[src/rtl/pwm_fusable_pkg.sv]
package pwm_fusable_pkg;

    localparam int ADDR_W = 5;

    // Register group selected by address bits [4:3].
    typedef enum logic [1:0] {
        GRP_PERIOD = 2'd0,
        GRP_DUTY   = 2'd1,
        GRP_CTRL   = 2'd2,
        GRP_NONE   = 2'd3
    } reg_grp_e;

    // Control register selected by address bits [2:0] within GRP_CTRL.
    localparam logic [2:0] CTL_ENABLE   = 3'd0;
    localparam logic [2:0] CTL_POLARITY = 3'd1;
    localparam logic [2:0] CTL_CENTER   = 3'd2;
    localparam logic [2:0] CTL_FUSE     = 3'd3;

endpackage

[src/rtl/pwm_fusable_regs.sv]
module pwm_fusable_regs
    import pwm_fusable_pkg::*;
#(
    parameter int NPAIR = 3,
    parameter int DW    = 8
) (
    input  logic                               clk,
    input  logic                               rst_n,
    input  logic                               wr_en,
    input  logic [ADDR_W-1:0]                  wr_addr,
    input  logic [DW-1:0]                      wr_data,
    output logic [2*NPAIR-1:0][DW-1:0]         per_o,
    output logic [2*NPAIR-1:0][DW-1:0]         duty_o,
    output logic [2*NPAIR-1:0]                 en_o,
    output logic [2*NPAIR-1:0]                 pol_o,
    output logic [2*NPAIR-1:0]                 ctr_o,
    output logic [NPAIR-1:0]                   fuse_o
);

    localparam int NCH = 2 * NPAIR;

    typedef struct packed {
        logic [NCH-1:0][DW-1:0] per;
        logic [NCH-1:0][DW-1:0] duty;
        logic [NCH-1:0]         en;
        logic [NCH-1:0]         pol;
        logic [NCH-1:0]         ctr;
        logic [NPAIR-1:0]       fuse;
    } regs_t;

    regs_t r_d, r_q;
    logic [2:0] idx;
    reg_grp_e   grp;

    always_comb begin
        r_d = r_q;
        idx = wr_addr[2:0];
        grp = reg_grp_e'(wr_addr[4:3]);
        if (wr_en) begin
            case (grp)
                GRP_PERIOD: if (int'(idx) < NCH) r_d.per[idx]  = wr_data;
                GRP_DUTY:   if (int'(idx) < NCH) r_d.duty[idx] = wr_data;
                GRP_CTRL: begin
                    case (idx)
                        CTL_ENABLE:   r_d.en  = wr_data[NCH-1:0];
                        CTL_POLARITY: r_d.pol = wr_data[NCH-1:0];
                        CTL_CENTER:   r_d.ctr = wr_data[NCH-1:0];
                        CTL_FUSE: begin
                            for (int p = 0; p < NPAIR; p++) begin
                                if (!(r_q.en[2*p] || r_q.en[2*p+1])) begin
                                    r_d.fuse[p] = wr_data[p];
                                end
                            end
                        end
                        default: ;
                    endcase
                end
                default: ;
            endcase
        end
    end

    always_ff @(posedge clk) begin
        if (!rst_n) begin
            r_q <= '0;
        end else begin
            r_q <= r_d;
        end
    end

    assign per_o  = r_q.per;
    assign duty_o = r_q.duty;
    assign en_o   = r_q.en;
    assign pol_o  = r_q.pol;
    assign ctr_o  = r_q.ctr;
    assign fuse_o = r_q.fuse;

    for (genvar p = 0; p < NPAIR; p++) begin : g_lock
        AST_FUSE_LOCKED: assert property (@(posedge clk) disable iff (!rst_n)
            (r_q.en[2*p] || r_q.en[2*p+1]) |=> (r_q.fuse[p] == $past(r_q.fuse[p])));
    end

endmodule

[src/rtl/pwm_fusable_engine.sv]
module pwm_fusable_engine #(
    parameter int W = 8
) (
    input  logic         clk,
    input  logic         rst_n,
    input  logic         tick,
    input  logic         en,
    input  logic         pol,
    input  logic         ctr,
    input  logic [W-1:0] per,
    input  logic [W-1:0] duty,
    output logic         out
);

    typedef struct packed {
        logic [W-1:0] cnt;
        logic         down;
        logic [W-1:0] per_s;
        logic [W-1:0] duty_s;
        logic         pol_s;
        logic         ctr_s;
        logic         out;
    } eng_t;

    eng_t s_d, s_q;
    logic wrap, turn, full, active;

    always_comb begin
        s_d = s_q;
        // End of the current period for the working settings.
        if (s_q.per_s == '0) begin
            wrap = 1'b1;
        end else if (s_q.ctr_s) begin
            wrap = s_q.down && (s_q.cnt == W'(1));
        end else begin
            wrap = (s_q.cnt == s_q.per_s - W'(1));
        end
        turn = s_q.ctr_s && !s_q.down && (s_q.cnt == s_q.per_s - W'(1));

        if (!en || (tick && wrap)) begin
            s_d.cnt    = '0;
            s_d.down   = 1'b0;
            s_d.per_s  = per;
            s_d.duty_s = duty;
            s_d.pol_s  = pol;
            s_d.ctr_s  = ctr;
        end else if (tick) begin
            if (turn) begin
                s_d.down = 1'b1;
                s_d.cnt  = s_q.per_s;
            end else if (s_q.down) begin
                s_d.cnt  = s_q.cnt - W'(1);
            end else begin
                s_d.cnt  = s_q.cnt + W'(1);
            end
        end

        full   = (s_d.duty_s >= s_d.per_s);
        active = (s_d.ctr_s && s_d.down) ? (s_d.cnt <= s_d.duty_s)
                                         : (s_d.cnt <  s_d.duty_s);
        s_d.out = en && ((full || active) ? s_d.pol_s : !s_d.pol_s);
    end

    always_ff @(posedge clk) begin
        if (!rst_n) begin
            s_q <= '0;
        end else begin
            s_q <= s_d;
        end
    end

    assign out = s_q.out;

    AST_CNT_BOUND: assert property (@(posedge clk) disable iff (!rst_n)
        (s_q.per_s != '0) |-> (s_q.ctr_s ? (s_q.cnt <= s_q.per_s) : (s_q.cnt < s_q.per_s)));
    AST_SHADOW_HOLD: assert property (@(posedge clk) disable iff (!rst_n)
        (s_q.cnt != '0) |-> ($stable(s_q.per_s) && $stable(s_q.duty_s) && $stable(s_q.pol_s)));
    AST_FULL_LEVEL: assert property (@(posedge clk) disable iff (!rst_n)
        ($past(en) && (s_q.duty_s >= s_q.per_s)) |-> (out == s_q.pol_s));
    AST_DISABLED_LOW: assert property (@(posedge clk) disable iff (!rst_n)
        !en |=> !out);

endmodule

[src/rtl/pwm_fusable.sv]
module pwm_fusable
    import pwm_fusable_pkg::*;
#(
    parameter int NPAIR = 3,
    parameter int DW    = 8
) (
    input  logic                 clk,
    input  logic                 rst_n,
    input  logic                 tick,
    input  logic                 wr_en,
    input  logic [ADDR_W-1:0]    wr_addr,
    input  logic [DW-1:0]        wr_data,
    output logic [2*NPAIR-1:0]   pwm_out
);

    localparam int NCH = 2 * NPAIR;
    localparam int WW  = 2 * DW;

    logic [NCH-1:0][DW-1:0] per, duty;
    logic [NCH-1:0]         en, pol, ctr;
    logic [NPAIR-1:0]       fuse;

    pwm_fusable_regs #(.NPAIR(NPAIR), .DW(DW)) u_regs (
        .clk     (clk),
        .rst_n   (rst_n),
        .wr_en   (wr_en),
        .wr_addr (wr_addr),
        .wr_data (wr_data),
        .per_o   (per),
        .duty_o  (duty),
        .en_o    (en),
        .pol_o   (pol),
        .ctr_o   (ctr),
        .fuse_o  (fuse)
    );

    for (genvar p = 0; p < NPAIR; p++) begin : g_pair
        localparam int EV = 2 * p;
        localparam int OD = 2 * p + 1;

        logic [WW-1:0] wide_per, wide_duty;
        logic          even_en;

        assign even_en   = en[EV] && !fuse[p];
        assign wide_per  = fuse[p] ? {per[EV],  per[OD]}  : {{DW{1'b0}}, per[OD]};
        assign wide_duty = fuse[p] ? {duty[EV], duty[OD]} : {{DW{1'b0}}, duty[OD]};

        pwm_fusable_engine #(.W(DW)) u_even (
            .clk   (clk),
            .rst_n (rst_n),
            .tick  (tick),
            .en    (even_en),
            .pol   (pol[EV]),
            .ctr   (ctr[EV]),
            .per   (per[EV]),
            .duty  (duty[EV]),
            .out   (pwm_out[EV])
        );

        pwm_fusable_engine #(.W(WW)) u_odd (
            .clk   (clk),
            .rst_n (rst_n),
            .tick  (tick),
            .en    (en[OD]),
            .pol   (pol[OD]),
            .ctr   (ctr[OD]),
            .per   (wide_per),
            .duty  (wide_duty),
            .out   (pwm_out[OD])
        );

        AST_EVEN_IDLE: assert property (@(posedge clk) disable iff (!rst_n)
            fuse[p] |-> !pwm_out[EV]);
    end

endmodule

[config.mk]
export PLATFORM = sky130hd
export DESIGN_NAME = pwm_fusable
export DESIGN_NICKNAME = d
export VERILOG_FILES = /design/src/rtl/pwm_fusable_pkg.sv /design/src/rtl/pwm_fusable_regs.sv /design/src/rtl/pwm_fusable_engine.sv /design/src/rtl/pwm_fusable.sv
export SDC_FILE = /design/constraint.sdc
export NUM_CORES = 1
export LEC_CHECK = 0
export ABC_AREA = 1
export ABC_CLOCK_PERIOD_IN_PS = 5600
export BUFFER_PORTS_ARGS = -buffer_cell sky130_fd_sc_hd__buf_2
export CORE_AREA = 5 5 208 210
export DETAILED_ROUTE_END_ITERATION = 6
export DIE_AREA = 0 0 213 215
export GPL_ROUTABILITY_DRIVEN = 1
export GPL_TIMING_DRIVEN = 0
export PLACE_DENSITY = 0.75
export SETUP_SLACK_MARGIN = 0.5
export SLEW_MARGIN = 20
export SYNTH_ARGS = -nofsm -noshare
export SYNTH_HDL_FRONTEND = slang
export SYNTH_SLANG_ARGS = --single-unit
export TNS_END_PERCENT = 10
[constraint.sdc]
create_clock -name clk -period 5.6 [get_ports clk]
set_clock_uncertainty 0.2 [all_clocks]
set_input_delay 0 -clock clk [delete_from_list [all_inputs] [get_ports clk]]
set_output_delay 0 -clock clk [all_outputs]
set_load 0.005 [all_outputs]
* Yosys cells after proc, flatten, opt, wreduce, memory -nomap -nowiden
Index checks and enable logic that the tools add are counted.
Word-level totals: register bits 357, bits of input ports 17, word-level logic and storage cells 281, output and inout port bits 6
Cells by class: multiplexer cells 70, magnitude comparators 21, equality and inequality tests 17, reductions and logical operators 92, bitwise operators 3, add/subtract/negate cells 18
Operator list (number):
- $mux 16 | 12
- $mux 17 | 6
- $mux 34 | 3
- $bwmux 48 | 2
- $sub 16x1->16 const B | 6
- $mux 8 | 7
- $mux 18 | 3
- $mux 9 | 6
- $add 16x1->16 const B | 3
- $eq 16x1->1 const B | 3
- $eq 16x16->1 | 3
- $ge 16x16->1 | 3
- $le 16x16->1 | 3
- $logic_not 16->1 | 3
- $lt 16x16->1 | 3
- $sub 8x1->8 const B | 6
- $logic_and 1x1->1 | 40
- $mux 1 | 30
- $add 8x1->8 const B | 3
- $demux 8 s3 | 1
- $eq 8x1->1 const B | 3
- $eq 8x8->1 | 3
- $ge 8x8->1 | 3
- $le 8x8->1 | 3
- 16 further kinds | 63

* Depth between registers and ports, before layout
Gate-level depths: netlist (run 1).
word-level depth 12, mapped depth 40, mapped depth without buffers 38

* By module
Synthesis (run 1) repeated with hierarchy kept, for this count alone.
Second synthesis, totals: cells, all modules 3723, area total of the unflattened synthesis 24732.5 um^2
Modules (own cells, without submodules):
- pwm_fusable_engine at g_pair[0].u_odd ... | area each 4365.4 um^2, instances 2, cells an instance 664, seq. area each 1041.0 um^2
- pwm_fusable_engine at g_pair[0].u_even ... | area each 2114.5 um^2, instances 3, cells an instance 310, seq. area each 560.5 um^2
- pwm_fusable_regs | area each 4739.5 um^2, instances 1, cells an instance 672, seq. area each 2342.2 um^2
- pwm_fusable_engine at g_pair[2].u_odd | area each 4431.8 um^2, instances 1, cells an instance 685, seq. area each 1041.0 um^2
- pwm_fusable | area each 486.7 um^2, instances 1, cells an instance 108, seq. area each 0.0 um^2

* Least setup slack after synthesis (run 1)
OpenSTA, ideal clock, no wires.
path kind register to register, from register g_pair[2].u_odd.s_q[19] (netlist bit), to register g_pair[2].u_odd.s_q, in the netlist g_pair[2].u_odd.out, clock period less this slack 4.352 ns, slack 1.248 ns, buffers on the path 1, data arrival time 4.039 ns, cell stages (with the launch flop) 34, required time 5.287 ns, setup time 0.113 ns, cells stage by stage dfxtp_1 inv_1 ha_1 nand2_1 nor2_1 nand2_1 nor2_2 nand2_1 xor2_1 xor2_1 nor4_1 nand3_1 nor2_1 o21ai_2 nand2_2 inv_2 buf_2 or2_2 o21ai_2 inv_1 ha_1 a21boi_0 o21a_1 o21ai_0 nand2_1 a21o_1 a21oi_1 nand3b_1 a21oi_1 o21a_1 nor2_1 nand2_1 nor2_1 nor2_1
RTL lines:
- start, declared | line pwm_fusable_engine.sv:25 | eng_t s_d, s_q;
- start signal, assigned | line pwm_fusable_engine.sv:66 | s_q <= '0;
- start signal, assigned | line pwm_fusable_engine.sv:68 | s_q <= s_d;

==> run metrics, run 1 <==
clk_lat worst skew=0.55 ns; fraction of registers with async set/reset=0%; register area share after synthesis=a little under a third; Die Wd=about 210 um; Top FF cell, synth=dfxtp_1; Critical Path Most Common Cell=nand2_1; Hold Path Class=in2reg; Final Non-Filler Cells=4015; cell family with most CP delay=simple AND/OR/NAND/NOR gates; pin count of the biggest net entering global routing=14; area delta synth->final=13.4%; CP Launch Type=register; Reg-to-Reg End=g_pair[2].u_odd.out$_SDFF_PN0_; Slew HR=18.3%; # rows=75; Synth warnings=0; FF-to-FF Start=g_pair[2].u_odd.s_q[19]$_SDFF_PN0_; placed cell count=around 3900; core area=0.0414 mm^2; PortBufs=21; H-tree level count=2; Mapped Area=0.0226 mm^2; pwr dens=between 200 and 250 mW/mm^2; number of cells on the critical path=34; final hold viol count=0; unrepaired setup endpoints after global routing=true; Tmin final=slightly below 5 ns; drt drc=0; grt met2 use=49.4%; die area=between 0.04 and 0.05 mm^2; P_leak=11.5 nW; Total GRT Usage=30.7%; final WL=74100 um; share of cells above drive strength 1=between 8 and 9%; R2R depth=34; flops & latches, synth=357; Crit path largest cell delay=0.34 ns; CTS tree=done; Peak supply drop=0.211 mV; MaxCap Viol Count=0; routed wire length per instance=roughly 18 um; leading cell types in the layout, fill and taps excluded=nor2_1 (536), nand2_1 (410), inv_1 (389); initial antenna violation count=4; DR iter-0 viols=2565; outcome=completed; via/cell ratio=~5.8; CP max FO=8; Routed Antenna Nets=0; 1st-pass router iterations=6; GR Util met1=a little over two fifths; fin crit share=between 80% and 90%; Buf/Inv on CP=4; Critical Path Sink=g_pair[2].u_odd.out$_SDFF_PN0_; CP arrival=5.25 ns; Worst-Margin Slew=roughly 1.2 ns; syn avg cell area=6.81 um^2; Root Buffer=clkbuf_16; Setup CP Type=reg2reg; Ports=23; Initial Util=between 50% and 60%; Clk pin slew, worst setup/hold paths=0.06 ns; CTS sink count=357; DP HPWL=56000 um; placer congestion estimate=0.955; Post-Syn Nets=3507; number of synthesized flops with an enable pin=0; Overflow after GRT=0; Slew Limit Fails=0; number of global-route vias before repair=21600; final net count=between 3000 and 4000; met3 GRT Util=between 4 and 5%; busiest grt layer=met2; via count=23400; Fmax=201 MHz; antenna fix cells=0; WP data required=5.88 ns; R2R Setup Slk=0.63 ns; Setup crit start=g_pair[2].u_odd.s_q[19]$_SDFF_PN0_; Worst path slowest cell=dfxtp_2; count of cell types in the netlist=60; die height=~220 um; Inserted Clock Buffers=40; CTS max path bufs=3; synthesized instance count=about 3300; endpoint class of the critical path=register; Setup violations, final=0; Fin Setup TNS=0 ns; Overall Power=5.65 mW; first-pass GRT wire length=about 110000 um; most common cell after layout, fill and taps aside=nor2_1
-- worst min-delay path by stage --
stage | from | endpoint | slack, ns | cells after the start
floorplan | wr_data[5] | u_regs.en_o[5]$_SDFFE_PN0P_ | -0.07 | 2
global placement | wr_data[5] | u_regs.en_o[5]$_SDFFE_PN0P_ | 0.15 | 3
detailed placement | wr_data[2] | u_regs.duty_o[34]$_SDFFE_PN0P_ | 0.16 | 3
CTS | wr_data[5] | u_regs.duty_o[45]$_SDFFE_PN0P_ | 0.16 | 4
global route | wr_data[5] | u_regs.per_o[37]$_SDFFE_PN0P_ | 0.22 | 4
finish | wr_data[5] | u_regs.per_o[37]$_SDFFE_PN0P_ | 0.20 | 4
-- repair_timing --
item | 4_1_cts | 5_1_grt
setup endpoints to repair | 4 | 5
setup buffers | 2 | 32
hold buffers | 30 | 0
endpoints found under the hold margin | 102 | 0
pin swaps | 7 | 43
gates resized for setup | 21 | 119
-- tightest hold or removal path: cells and delay by family --
kind	cells	cell delay, ns
buffers and inverters	2	0.72
AO/OA/AOI/OAI	1	0.11
AND/OR/NAND/NOR	1	0.08
-- layer usage --
layer	share of wire, %	up-vias
met2	45	1046
met1	43	10900
li1	-	11200
met4	3.5	4
met5	0.046	-
met3	8.3	179
-- stage by stage --
step                      setup slack, ns  util, %  cell area (um^2)  hold WS, ns
after floorplan                      1.25        -             22600      -0.0651
after global placement              0.179     56.6             23400        0.150
after detailed placement            0.122     56.6             23400        0.160
after CTS                           0.462     60.5             25100        0.160
after global routing                0.389     62.0             25700        0.222
final                               0.628     62.0             25700        0.203
-- cell type report --
type | instances | area (um^2)
clock inverter | 16 | 175
inverter | 407 | 1540
timing repair buffer | 85 | 661
clock buffer | 52 | 1100
tap | 539 | 674
fill | 3719 | 15700
sequential | 357 | 7160
multi-input combinational | 2395 | 13600
buffer | 164 | 786
-- cells in the mapped netlist, types with 5 or more instances --
cell | count | area, um^2
nor2_1 | 549 | 2060
nand2_1 | 419 | 1570
inv_1 | 398 | 1490
o21ai_0 | 369 | 1850
dfxtp_1 | 357 | 7150
ha_1 | 167 | 2090
a21oi_1 | 161 | 806
nand3_1 | 125 | 626
nor3_1 | 122 | 611
clkbuf_1 | 119 | 447
xor2_1 | 107 | 937
nor4_1 | 57 | 357
nand4_1 | 55 | 344
or2_2 | 37 | 231
o21ai_1 | 33 | 165
xnor2_1 | 30 | 263
buf_2 | 23 | 115
o211ai_1 | 16 | 120
buf_4 | 14 | 105
mux2i_1 | 14 | 140
o21a_1 | 13 | 97.6
nor2_2 | 11 | 68.8
a211oi_1 | 10 | 75.1
nand3b_1 | 8 | 60.1
o22ai_1 | 8 | 50.1
o32ai_1 | 7 | 61.3
a21boi_0 | 6 | 45.0
and2_1 | 6 | 37.5
inv_2 | 6 | 22.5
o31ai_1 | 6 | 45.0
nand2_2 | 5 | 31.3
o21ai_2 | 5 | 43.8
o21bai_1 | 5 | 37.5
-- kinds of logic after synthesis --
| group | Yosys count | synth area share (%) |
|---|---|---|
| flops | 357 | 31.6 |
| fa+ha+maj | 167 | 9.23 |
| mux | 15 | 0.669 |
| compound gates | 661 | 15.8 |
| xor+xnor | 138 | 5.40 |
| simple gates | 1414 | 27.4 |
| buf+inv | 571 | 9.94 |
-- power breakdown --
group	leakage (nW)	switching (mW)	internal [mW]
sequential	2.88	0.0146	2.56
combinational	7.99	0.328	0.151
clock	0.624	1.12	1.48
total	11.5	1.46	4.19
-- flip-flops by register name (all words and copies together), names as in the netlist --
signal	flops
g_pair.u_even.out	3
u_regs.en_o	6
g_pair.u_odd.out	3
u_regs.ctr_o	6
u_regs.fuse_o	3
g_pair.u_even.s_q	81
u_regs.duty_o	48
u_regs.pol_o	6
g_pair.u_odd.s_q	153
u_regs.per_o	48
Power figures use the tool's default switching activity.
==> run 2: changes to the inputs <==
--- a/config.mk
+++ b/config.mk
@@ -6,7 +6,6 @@
 export NUM_CORES = 1
 export LEC_CHECK = 0
 export ABC_AREA = 1
-export ABC_CLOCK_PERIOD_IN_PS = 5600
 export BUFFER_PORTS_ARGS = -buffer_cell sky130_fd_sc_hd__buf_2
 export CORE_AREA = 5 5 208 210
 export DETAILED_ROUTE_END_ITERATION = 6
@@ -14,6 +13,7 @@
 export GPL_ROUTABILITY_DRIVEN = 1
 export GPL_TIMING_DRIVEN = 0
 export PLACE_DENSITY = 0.75
+export RECOVER_POWER = 100
 export SETUP_SLACK_MARGIN = 0.5
 export SLEW_MARGIN = 20
 export SYNTH_ARGS = -nofsm -noshare
==> run 2 against run 1 <==
Clock-buffer cell count stayed put. Final cell count stayed put. Highest routed layer unchanged. Sequential power hardly changed. Via count hardly changed. Clock power hardly changed. Non-clock buffer count stayed put. Setup slack worse by 0.11 ns. Fmax is 2.2% lower. Hold slack worse by 0.0011 ns. Sequential cell count stayed put. Global-route usage stayed put. Largest power group unchanged. Combinational power hardly changed.
==> run metrics, run 2 (synthesis results as in run 1) <==
DP HPWL=56000 um; Fmax=approximately 200 MHz; Initial Util=54.7%; via/cell ratio=approximately 5.8; # rows=75; clk_lat worst skew=0.56 ns; die height=215 um; Worst-Margin Slew=1.22 ns; fin crit share=about nine tenths; H-tree level count=2; number of global-route vias before repair=21600; fillers=3731; pre-CTS setup slack=0.122 ns; share of cells above drive strength 1=8.52%; Clk pin slew, worst setup/hold paths=0.06 ns; outcome=completed; MaxCap Viol Count=0; Inserted Clock Buffers=40; routed wire length per instance=18.5 um; leading cell types in the layout, fill and taps excluded=nor2_1 (539), nand2_1 (414), inv_1 (389); Ports=23; pwr dens=roughly 220 mW/mm^2; unrepaired setup endpoints after global routing=true; Top reg by flops=g_pair.u_odd.s_q; CTS tree=done; final WL=approximately 74000 um; CTS sink count=roughly 360; PortBufs=21; area delta synth->final=13.2%; Fin Setup TNS=0 ns; CP max FO=10; pin count of the biggest net entering global routing=14; CTS max path bufs=3; Setup CP Type=in2reg; Peak supply drop=approximately 0.21 mV; max FFs per register=153; 1st-pass router iterations=6; Overflow after GRT=0; die area=0.0458 mm^2; final hold viol count=0; DR iter-0 viols=2676; antenna fix cells=0; final net count=~3600; CP Launch Type=input pin; Routed Antenna Nets=0; CP arrival=5.32 ns; WP data required=5.84 ns; initial antenna violation count=4; endpoint class of the critical path=register; drt drc=0; via count=about 23000; Final Cell Area=0.0256 mm^2; worst setup margin=0.518 ns; core area=0.0414 mm^2; Hold Path Class=in2reg; Total GRT Usage=a little under a third; Slew Limit Fails=0; most common cell after layout, fill and taps aside=nor2_1; Slew HR=18.8%; P_leak=11.4 nW; placer congestion estimate=0.955; first-pass GRT wire length=114000 um; placed instance area=0.0234 mm^2; Tmin final=~5.1 ns; Largest regs=g_pair.u_odd.s_q x153, g_pair.u_even.s_q x81; Root Buffer=clkbuf_16; Die Wd=213 um; Setup violations, final=0
-- run 2: repair_timing --
item / 4_1_cts / 5_1_grt
endpoints found under the setup margin: 4 / 5
hold buffers: 30 / 0
setup buffers: 2 / 32
endpoints found under the hold margin: 102 / 0
resized for setup: 21 / 119
pin swaps: 7 / 43
-- run 2: per-stage QoR --
stage	hold slack (ns)	util [%]	power, mW	instances
after floorplan	-0.0651	-	2.91	3323
after global placement	0.150	56.6	3.04	3883
after detailed placement	0.160	56.6	3.05	3883
after CTS	0.160	60.5	5.62	3983
after global routing	0.222	61.9	5.80	4015
final	0.201	61.9	5.65	4015
-- run 2: cell type report --
class,count,area [um^2],share of cell area [%]
sequential,357,7160,27.9
inverter,407,1540,6.01
multi-input combinational,2395,13500,52.9
buffer,164,777,3.03
timing repair buffer,85,653,2.55
clock buffer,52,1100,4.28
tap,539,674,2.63
clock inverter,16,175,0.684
-- run 2: worst paths after layout --
path,from,end,slack (ns),cells after the start
worst max register to register,g_pair[1].u_odd.s_q[20]$_SDFF_PN0_,g_pair[1].u_odd.out$_SDFF_PN0_,0.60,34
worst min-delay path,wr_data[4],u_regs.duty_o[44]$_SDFFE_PN0P_,0.20,4
worst min register to register,u_regs.duty_o[44]$_SDFFE_PN0P_,u_regs.duty_o[44]$_SDFFE_PN0P_,0.29,2
worst max-delay path,tick,g_pair[1].u_odd.out$_SDFF_PN0_,0.52,19
-- run 2: routing by layer --
metal / share of wire [%] / GRT usage [%]
met2: 45 / 49.4
met4: 3.5 / 10.0
met3: 8.5 / 4.45
met1: 43 / 42.4
met5: 0.046 / 0
-- run 2: power by group --
part	switching [mW]	internal, mW
Clock	1.12	1.48
Combinational	0.326	0.151
Sequential	0.0145	2.56
Total	1.46	4.19
-- run 2: critical path, stage by stage --
cell and delay [ns]:
dlygate4sd3_1 0.52, clkbuf_1 0.43, clkbuf_1 0.74, clkbuf_1 0.78, clkbuf_1 0.71, o211ai_1 0.21
o21ai_0 0.19, nor2_1 0.10, ha_1 0.32, nand2_1 0.10, nor2_1 0.05, a211oi_1 0.20
o221ai_1 0.18, a211oi_1 0.34, nor3_2 0.11, nand2_2 0.12, nand2_2 0.06, nand2_2 0.09
nor2_4 0.05
==> run 3: changes to the inputs <==
--- a/config.mk
+++ b/config.mk
@@ -12,7 +12,8 @@
 export DIE_AREA = 0 0 213 215
 export GPL_ROUTABILITY_DRIVEN = 1
 export GPL_TIMING_DRIVEN = 0
-export PLACE_DENSITY = 0.75
+export MAX_ROUTING_LAYER = met4
+export PLACE_DENSITY = 0.78
 export RECOVER_POWER = 100
 export SETUP_SLACK_MARGIN = 0.5
 export SLEW_MARGIN = 20
==> constraint.sdc (replaced) <==
create_clock -name clk -period 4.5 [get_ports clk]
set_clock_uncertainty 0.2 [all_clocks]
set_input_delay 0 -clock clk [delete_from_list [all_inputs] [get_ports clk]]
set_output_delay 0 -clock clk [all_outputs]
set_load 0.005 [all_outputs]
==> run 3 against run 2 <==
The run now ends with negative setup slack left. Register-to-register slack lost 1.0 ns. Clock power rose by 31%. Clock-buffer cell count rose by 2. Setup slack worse by 0.96 ns. Power rose by 27%. Sequential power up 25%. Cell area increased by 0.99%. Via count decreased by 2.5%. Sequential cell count unchanged. Routed wire length decreased by 2.9%. Final cell count grew 0.30%. Die area did not move. Critical path type is now reg2reg. Highest routed layer is now met4.
==> run metrics, run 3 (synthesis results as in run 1) <==
switching power total=between 1.5 and 2 mW; Root Buffer=clkbuf_16; 1st-pass router iterations=5; R2R depth=34; CTS max path bufs=3; Int Pwr=5.38 mW; Inserted Clock Buffers=39; CP arrival=5.17 ns; first-pass GRT wire length=between 100000 and 150000 um; combinational group share of total power=8.2%; power share of the clock group=47.3%; leading cell types in the layout, fill and taps excluded=nor2_1 (533), nand2_1 (404), inv_1 (387); Largest regs=g_pair.u_odd.s_q x153, g_pair.u_even.s_q x81; via/cell ratio=5.66; Worst-Margin Slew=approximately 1.2 ns; clk_lat worst skew=~0.54 ns; core area=0.0414 mm^2; CP Launch Type=register; die area=0.0458 mm^2; die height=~220 um; share of cells above drive strength 1=9.87%; # rows=75; WP data required=4.73 ns; Die Wd=213 um; placer congestion estimate=0.982; worst setup margin=-0.438 ns; Fin Setup TNS=-1.50 ns; post-route core utilization=62.5%; Setup CP Type=reg2reg; Slew HR=19.9%; Hold Startpoint=tick; pin count of the biggest net entering global routing=15; CP max FO=10; initial antenna violation count=5; Clk pin slew, worst setup/hold paths=~0.060 ns; endpoint class of the critical path=register; Final Non-Filler Cells=4027; most common cell after layout, fill and taps aside=nor2_1; MaxCap Viol Count=0; H-tree level count=2; Top reg by flops=g_pair.u_odd.s_q; Peak supply drop=0.241 mV; via count=about 23000; routed wire length per instance=17.9 um; CTS tree=done; final WL=71900 um; P_leak=11.5 nW; hold path depth=7; sequential power share=between 40% and 50%; Initial Util=~55%; Total GRT Usage=31.0%; Hold Path Class=in2reg; Reg-to-Reg End=g_pair[2].u_odd.out$_SDFF_PN0_; failing checks=negative setup slack; Worst path slowest cell=dfxtp_1; Overflow after GRT=0; Ports=23; R2R Setup Slk=-0.44 ns; FF-to-FF Start=g_pair[2].u_odd.s_q[19]$_SDFF_PN0_; final net count=3640; Tmin final=approximately 4.9 ns; area delta synth->final=14.3%; fin crit share=110%; DP HPWL=approximately 53000 um; max FFs per register=153; CTS sink count=357; Slew Limit Fails=0; unrepaired setup endpoints after global routing=true; outcome=finished with violations; number of global-route vias before repair=21200; drt drc=0; Routed Antenna Nets=0; final hold viol count=0; placed cell count=roughly 3900; DR iter-0 viols=2317; switching portion of total power=25.3%; PortBufs=21; pwr dens=roughly 280 mW/mm^2; Worst Hold Path EP=g_pair[2].u_odd.s_q[3]$_SDFF_PN0_; Critical Path Most Common Cell=nand2_1; Fmax=202 MHz; Crit path largest cell delay=about 0.32 ns; Setup violations, final=5
[run 3: cell count changes in the layout (fill, tap and decap cells not counted), sizes merged]
cell / previous run / this run
clkinvlp: 2 / 10
buf: 90 / 99
diode: 0 / 3
clkinv: 12 / 7
inv: 407 / 403
bufinv: 2 / 3
[run 3: area by class of cell]
| class | instances | area, um^2 |
|---|---|---|
| multi-input cells | 2395 | 13600 |
| repair buffers | 92 | 704 |
| diodes | 3 | 7.51 |
| flip-flops and latches | 357 | 7160 |
| inverters | 407 | 1540 |
| clock buffers | 54 | 1170 |
| plain buffers | 164 | 800 |
| fillers | 3677 | 15500 |
| well taps | 539 | 674 |
| clock inverters | 16 | 181 |
[run 3: repair_timing]
action	4_1_cts	5_1_grt
setup endpoints to repair	6	7
resized for setup	77	90
hold buffers	30	0
gates cloned	0	1
buffers inserted	17	23
hold endpoints to repair	114	0
pin swaps	26	62
[run 3: power groups by stage]
stage | clock network (mW) | registers [mW] | logic, mW
after floorplan | 0 | 3.26 | 0.357
after global placement | 0 | 3.27 | 0.516
after detailed placement | 0 | 3.27 | 0.522
after CTS | 3.40 | 3.20 | 0.560
after global routing | 3.55 | 3.20 | 0.645
final | 3.40 | 3.20 | 0.593
[run 3: per-stage QoR]
step	area (um^2)	setup WS [ns]	power, mW	hold slack, ns
after floorplan	22700	0.246	3.62	-0.0651
after global placement	23400	-1.00	3.78	0.126
after detailed placement	23400	-1.11	3.79	0.137
after CTS	25400	-0.401	7.16	0.0146
after global routing	25900	-0.707	7.39	0.111
final	25900	-0.438	7.20	0.0680
[run 3: per-layer routing]
metal,vias to the layer above,global-route usage (%),share of wire [%]
met5,-,-,0
met1,10500,40.9,43
met2,896,49.2,46
li1,11200,-,-
met3,163,3.53,7.4
met4,0,11.2,3.8
[run 3: how the worst max path moves through the flow]
stage / from / to / cells past startpoint
detailed placement: g_pair[1].u_odd.s_q[19]$_SDFF_PN0_ / g_pair[1].u_odd.out$_SDFF_PN0_ / 34
floorplan: g_pair[2].u_odd.s_q[20]$_SDFF_PN0_ / g_pair[2].u_odd.out$_SDFF_PN0_ / 33
finish: g_pair[2].u_odd.s_q[19]$_SDFF_PN0_ / g_pair[2].u_odd.out$_SDFF_PN0_ / 34
global route: g_pair[2].u_odd.s_q[19]$_SDFF_PN0_ / g_pair[2].u_odd.out$_SDFF_PN0_ / 34
global placement: g_pair[1].u_odd.s_q[19]$_SDFF_PN0_ / g_pair[1].u_odd.out$_SDFF_PN0_ / 34
CTS: g_pair[1].u_odd.s_q[20]$_SDFF_PN0_ / g_pair[1].u_odd.out$_SDFF_PN0_ / 34
[run 3: critical path, delay by kind of cell (launching register included)]
family,cells,cell delay (ns)
and+or+nand+nor,18,1.95
xor gates and xnor gates,1,0.21
adders and majority gates,2,0.40
AOI/OAI and AO/OA,9,1.24
buffers and inverters,4,0.51
DFF,1,0.32
